**config.mk**
```make
export PLATFORM = sky130hd
export DESIGN_NAME = csync_mux
export DESIGN_NICKNAME = d
export VERILOG_FILES = /design/src/rtl/csync_pkg.sv /design/src/rtl/csync_mode_dec.sv /design/src/rtl/csync_chan_sel.sv /design/src/rtl/csync_mux.sv
export SDC_FILE = /design/constraint.sdc
export NUM_CORES = 1
export LEC_CHECK = 0
export BUFFER_PORTS_ARGS = -buffer_cell sky130_fd_sc_hd__buf_4
export CORE_MARGIN = 4
export CORE_UTILIZATION = 25
export CTS_CLUSTER_DIAMETER = 50
export CTS_CLUSTER_SIZE = 25
export DETAILED_ROUTE_END_ITERATION = 16
export PLACE_DENSITY = 0.57
export REMOVE_ABC_BUFFERS = 1
export SYNTH_ARGS = -nofsm -noshare
export SYNTH_HDL_FRONTEND = slang
export SYNTH_HIERARCHICAL = 1
export SYNTH_SLANG_ARGS = --single-unit
```
**constraint.sdc**
```tcl
create_clock -name clk_i -period 0.8 [get_ports clk_i]
set_input_delay 0.16 -clock clk_i [delete_from_list [all_inputs] [get_ports clk_i]]
set_output_delay 0.16 -clock clk_i [all_outputs]
set_load 0.02 [all_outputs]
```
**src/rtl/csync_pkg.sv**
```systemverilog
package csync_pkg;
  typedef enum logic [1:0] {
    INS_NONE = 2'b00,
    INS_LUMA = 2'b01,
    INS_ALL  = 2'b10,
    INS_RSVD = 2'b11
  } ins_mode_e;

  typedef struct packed {
    logic sync_lo;
    logic sync_hi;
    logic blank;
    logic active;
    logic vbl_quiet;
  } tflags_t;

  localparam int unsigned NCH = 3;
endpackage

```
**src/rtl/csync_mode_dec.sv**
```systemverilog
module csync_mode_dec
  import csync_pkg::*;
(
  input  logic [1:0] mode_i,
  output logic       ins_y_o,
  output logic       ins_c_o
);
  ins_mode_e mode;
  assign mode = ins_mode_e'(mode_i);

  always_comb begin
    ins_y_o = 1'b0;
    ins_c_o = 1'b0;
    unique case (mode)
      INS_LUMA: ins_y_o = 1'b1;
      INS_ALL: begin
        ins_y_o = 1'b1;
        ins_c_o = 1'b1;
      end
      default: ;  // none and reserved: no insertion
    endcase
  end
endmodule

```
**src/rtl/csync_chan_sel.sv**
```systemverilog
module csync_chan_sel
  import csync_pkg::*;
#(
  parameter int unsigned DW = 10
) (
  input  tflags_t       flags_i,
  input  logic          ins_i,
  input  logic          pass_i,
  input  logic [DW-1:0] lvl_lo_i,
  input  logic [DW-1:0] lvl_hi_i,
  input  logic [DW-1:0] lvl_blank_i,
  input  logic [DW-1:0] data_i,
  output logic [DW-1:0] val_o
);
  logic show_video;
  assign show_video = flags_i.active && (!flags_i.vbl_quiet || pass_i);

  always_comb begin
    if (flags_i.sync_lo)      val_o = ins_i ? lvl_lo_i : lvl_blank_i;
    else if (flags_i.sync_hi) val_o = ins_i ? lvl_hi_i : lvl_blank_i;
    else if (flags_i.blank)   val_o = lvl_blank_i;
    else if (show_video)      val_o = data_i;
    else                      val_o = lvl_blank_i;
  end
endmodule

```
**src/rtl/csync_mux.sv**
```systemverilog
module csync_mux
  import csync_pkg::*;
#(
  parameter int unsigned DW = 10
) (
  input  logic          clk_i,
  input  logic          rst_ni,
  input  logic [1:0]    mode_i,
  input  logic          pass_vblank_i,
  input  logic [DW-1:0] y_sync_lo_i,
  input  logic [DW-1:0] y_sync_hi_i,
  input  logic [DW-1:0] y_blank_i,
  input  logic [DW-1:0] c_sync_lo_i,
  input  logic [DW-1:0] c_sync_hi_i,
  input  logic [DW-1:0] c_blank_i,
  input  logic          sync_lo_i,
  input  logic          sync_hi_i,
  input  logic          blank_i,
  input  logic          active_i,
  input  logic          vbl_quiet_i,
  input  logic [DW-1:0] y_i,
  input  logic [DW-1:0] cb_i,
  input  logic [DW-1:0] cr_i,
  output logic [DW-1:0] y_o,
  output logic [DW-1:0] cb_o,
  output logic [DW-1:0] cr_o
);
  tflags_t       flags;
  logic          ins_y, ins_c;
  logic [DW-1:0] data [NCH];
  logic [DW-1:0] sel  [NCH];
  logic [DW-1:0] q    [NCH];

  assign flags = '{sync_lo: sync_lo_i, sync_hi: sync_hi_i, blank: blank_i,
                   active: active_i, vbl_quiet: vbl_quiet_i};
  assign data[0] = y_i;
  assign data[1] = cb_i;
  assign data[2] = cr_i;

  csync_mode_dec u_dec (
    .mode_i  (mode_i),
    .ins_y_o (ins_y),
    .ins_c_o (ins_c)
  );

  for (genvar ch = 0; ch < NCH; ch++) begin : g_ch
    localparam bit IS_LUMA = (ch == 0);
    csync_chan_sel #(.DW(DW)) u_sel (
      .flags_i     (flags),
      .ins_i       (IS_LUMA ? ins_y : ins_c),
      .pass_i      (pass_vblank_i),
      .lvl_lo_i    (IS_LUMA ? y_sync_lo_i : c_sync_lo_i),
      .lvl_hi_i    (IS_LUMA ? y_sync_hi_i : c_sync_hi_i),
      .lvl_blank_i (IS_LUMA ? y_blank_i   : c_blank_i),
      .data_i      (data[ch]),
      .val_o       (sel[ch])
    );

    always_ff @(posedge clk_i or negedge rst_ni) begin
      if (!rst_ni) q[ch] <= '0;
      else         q[ch] <= sel[ch];
    end
  end

  assign y_o  = q[0];
  assign cb_o = q[1];
  assign cr_o = q[2];
endmodule

```
# Word-level counts from Yosys, hierarchy flattened
# Cells that the tools add are included.
# Widths: inputs -> output; s select.
[classes]
n_eq_ne = 2
n_mux = 18
n_reduce_logical = 4
[op_table]
columns = ["cell", "count"]
rows = [
  ["$mux 10", 16],
  ["$eq 2x1->1 const B", 1],
  ["$eq 2x2->1 const B", 1],
  ["$mux 1", 2],
  ["$reduce_or 2->1", 1],
  ["$logic_and 1x1->1", 1],
  ["$logic_not 1->1", 1],
  ["$logic_or 1x1->1", 1],
]
[totals]
ff_bits = 30
in_bits = 100
output_inout_bits = 30
wordCells = 27

# Longest topological paths before layout
[logic_depth]
word_depth = 7
mapped_depth = 7
depth_no_buf = 6

# By module
# Netlist, hierarchy kept.
[modules_own_cells]
columns = ["mod", "n_inst", "cells_each", "area_per_inst_um2", "seq_area_each_um2"]
rows = [
  ["csync_chan_sel", 3, 53, 344.1, 0.0],
  ["csync_mux", 1, 30, 750.7, 750.7],
  ["csync_mode_dec", 1, 3, 20.0, 0.0],
]

# Least setup slack after synthesis
# Ideal clock, no wire load.
[synth_timing]
path_kind = "input-to-reg"
startpoint = "input mode_i[0]"
endpoint = "register q (netlist bit y_o[0])"
setup_time_ns = 0.094
t_arrival_ns = 1.267
required_ns = 0.706
path_slack_ns = -0.561
stages = 7
path_buffers = 1
cell_sequence = "inv_1 -> ha_1 -> inv_1 -> o21a_1 -> clkbuf_1 -> nor2_1 -> a211oi_1"
[synth_lines]
columns = ["item", "line_no", "text"]
rows = [
  ["from (decl)", "csync_mux.sv:8", "input logic [1:0] mode_i,"],
  ["to (signal, indexed assignment)", "csync_mux.sv:61", "else q[ch] <= sel[ch];"],
  ["to (decl)", "csync_mux.sv:32", "logic [DW-1:0] q [NCH];"],
]

==> summary.md <==
| Metric | Value |
|---|---|
| Die Wd | `roughly 93 um` |
| Ys async rst share | `1.000` |
| DR iter-0 viols | `98` |
| WL per Instance | `around 19 um` |
| Worst Path Class, Setup | `input pin to flip-flop` |
| Rel. slew slack | `0.7289` |
| Peak VDD IR | `0.0005506 V` |
| CTS tree | `yes` |
| Worst-path fanout max | `5` |
| Final net count | `between 400 and 500` |
| CTS H-Tree Depth | `2` |
| Arrival time at the worst endpoint | `~1.4 ns` |
| Core Area | `0.006907 sq mm` |
| Initial core utilization | `0.2611` |
| Family with the most delay on the worst path | `simple AND/OR/NAND/NOR gates` |
| CP Cell Sequence | `buf_8 -> or4b_4 -> or2_4 -> buf_6 -> a221oi_2` |
| Antenna cells | `0` |
| PnR worst setup slack | `-0.4179 ns` |
| Clk sinks | `30` |
| CP peak stage delay | `0.54 ns` |
| Post-synth top flop | `dfrtp_1` |
| Cell Rows | `30` |
| Max-cap viol count | `0` |
| Pwr dens | `1402 mW/mm^2` |
| Number of synthesized flops with an enable pin | `0` |
| Final core occ | `0.4964` |
| Num CTS Buffers | `5` |
| Post-synth top area share | `0.4164` |
| Layout Cells excl Fill | `roughly 440` |
| Largest net degree at the start of global routing | `32` |
| Failing checks | `setup timing` |
| Max clock buf depth | `2` |
| Worst-path clk slew | `0.06 ns` |
| TritonRoute pass-1 iters | `4` |
| Commonest cells in the netlist | `30 x dfrtp_1, 30 x nor2_1, 30 x nor3_1` |
| Clock Root Buffer | `clkbuf_8` |
| Vias per Instance | `about 5` |
| Syn_area_per_cell | `roughly 9.4 sq um` |
| Static leakage power | `1.488 nW` |
| Synth Warn # | `6` |
| Final Power | `4.805 mW` |
| Grt total ovfl | `0` |
| Layout cells sized above 1 | `0.6012` |
| DRT Wirelength | `8341 um` |
| Final setup viols | `60` |
| RSZ-0062 raised after global routing | `true` |
| Yosys reg bits | `30` |
| Pre-CTS WS | `-0.7864 ns` |
| Worst Max-Slew Pin Slew | `between 0.4 and 0.5 ns` |
| DP Cell Count | `about 430` |
| Hold EP | `cr_o[2]` |
| Dominant cells by area after synthesis | `dfrtp_1 42%, o32ai_1 10%, a211oi_1 10%` |
| Worst setup SP type | `input pin` |
| Peak Freq | `821.1 MHz` |
| Crit. End Element | `flip-flop` |
| Worst Hold Class | `input pin to flip-flop` |
| Slew Viols, Final | `0` |
| Crit path buffers/inverters | `2` |
| First-pass GRT wire length | `13,140 um` |
| GP Congestion | `roughly 0.8` |
| CP Data Required Time | `between 0.9 and 1 ns` |
| Fin crit share | `1.522` |
| Final Critical Period | `1.218 ns` |
| Seq/Total Area, Yosys | `0.4164` |
| Cells after Synth | `about 190` |
| Yosys cell types | `17` |
| Total GRT Usage | `0.1985` |
| Crit-path slowest cell | `or4b_4` |
| Initial antenna violation count | `0` |
| Die Ht | `92.93 um` |
| Total Die Area | `around 0.0086 sq mm` |
| Final hold vios | `0` |
| Hold Path Stages | `3` |
| Area Growth Syn to Fin | `90.15%` |
| Routed vias | `2,240` |
| Status | `finished with violations` |
| HP Start | `c_sync_lo_i[2]` |
| Cell Area, Synth | `roughly 0.0018 sq mm` |
| # DRC | `0` |
| IO buf count | `~130` |
| Detailed-placement wirelength estimate | `6010 um` |
| Post-synth top area cell | `dfrtp_1` |
| Post-DRT Antenna Nets | `0` |
| I/O Pins | `between 100 and 150` |
| Vias in the first global route | `roughly 2,600` |
## state kept, by name, indices dropped and copies added, names as in the netlist
signal  flops
cb_o       10
cr_o       10
y_o        10
## metal layers
metal  track usage  wire length [um]  vias up
met4       0.07204               155        0
met5             0                 0        -
li1              -                 -     1042
met3       0.09180              1129       16
met1        0.2216              3083     1030
met2        0.3305              3973      152
## kinds of logic after synthesis
group | after synthesis | share of synthesized area
and+or+nand+nor | 81 | 0.2186
buffers and inverters | 17 | 0.04788
muxes | 6 | 0.03331
AOI/OAI and AO/OA | 57 | 0.2769
DFF | 30 | 0.4164
adders and majority gates | 1 | 0.006939
## layout by cell type, fill, tap and decap left out, types with 2 or more instances in the layout
cell type	netlist	routed
o32ai_1	21	18
nor2b_1	6	6
o21a_1	6	6
or2_4	0	3
clkbuf_8	0	6
inv_1	2	2
nor3b_1	3	3
mux2i_1	6	6
nor2_1	30	30
nand2_2	0	2
buf_4	0	118
a221oi_2	6	6
a211oi_2	0	24
or4b_4	0	3
nand2_1	6	4
buf_6	3	36
nor3_1	30	28
o32ai_2	0	3
nor3_2	0	2
dfrtp_1	30	30
## where the power goes
part	internal, mW	total (mW)	switching [mW]
combinational	0.956	1.77	0.813
clock	0.693	1.28	0.586
sequential	1.68	1.76	0.0785
total	3.33	4.80	1.48
## cell type report
| class | instances | area [sq um] |
|---|---|---|
| repair buffers | 156 | 1316 |
| inverters | 2 | 7.507 |
| clock buffers | 7 | 86.33 |
| well taps | 96 | 120.1 |
| flip-flops and latches | 30 | 750.7 |
| clock inverters | 1 | 5.005 |
| fillers | 697 | 3478 |
| multi-input cells | 145 | 1142 |
## timing repair
item | 4_1_cts | 5_1_grt
pin swaps | 13 | 2
endpoints found under the setup margin | 60 | 60
endpoints found under the hold margin | 30 | 0
gates cloned | 3 | 0
hold buffers | 1 | 0
setup buffers | 0 | 0
resized for setup | 73 | 8
## how the worst max path moves through the flow
stage               slack [ns]  cells after the start      start      end
finish                   -0.42                      5  sync_hi_i  cb_o[9]
global route             -0.45                      5  sync_hi_i   y_o[3]
CTS                      -0.40                      5  sync_hi_i  cb_o[3]
detailed placement       -0.79                      5    blank_i  cb_o[2]
global placement         -0.75                      5    blank_i  cr_o[3]
floorplan                -0.82                      3    blank_i  cb_o[3]
## through the flow
| step | hold WS, ns | cell area (sq um) | TNS (ns) |
|---|---|---|---|
| after detailed placement | 0.1222 | 2985 | -22.40 |
| after CTS | 0.1864 | 3386 | -15.93 |
| after global routing | 0.2091 | 3428 | -17.57 |
| after floorplan | -0.1356 | 1724 | -23.72 |
| final | 0.2007 | 3428 | -15.98 |
| after global placement | 0.1216 | 2985 | -21.66 |
Power figures use the tool's default switching activity.
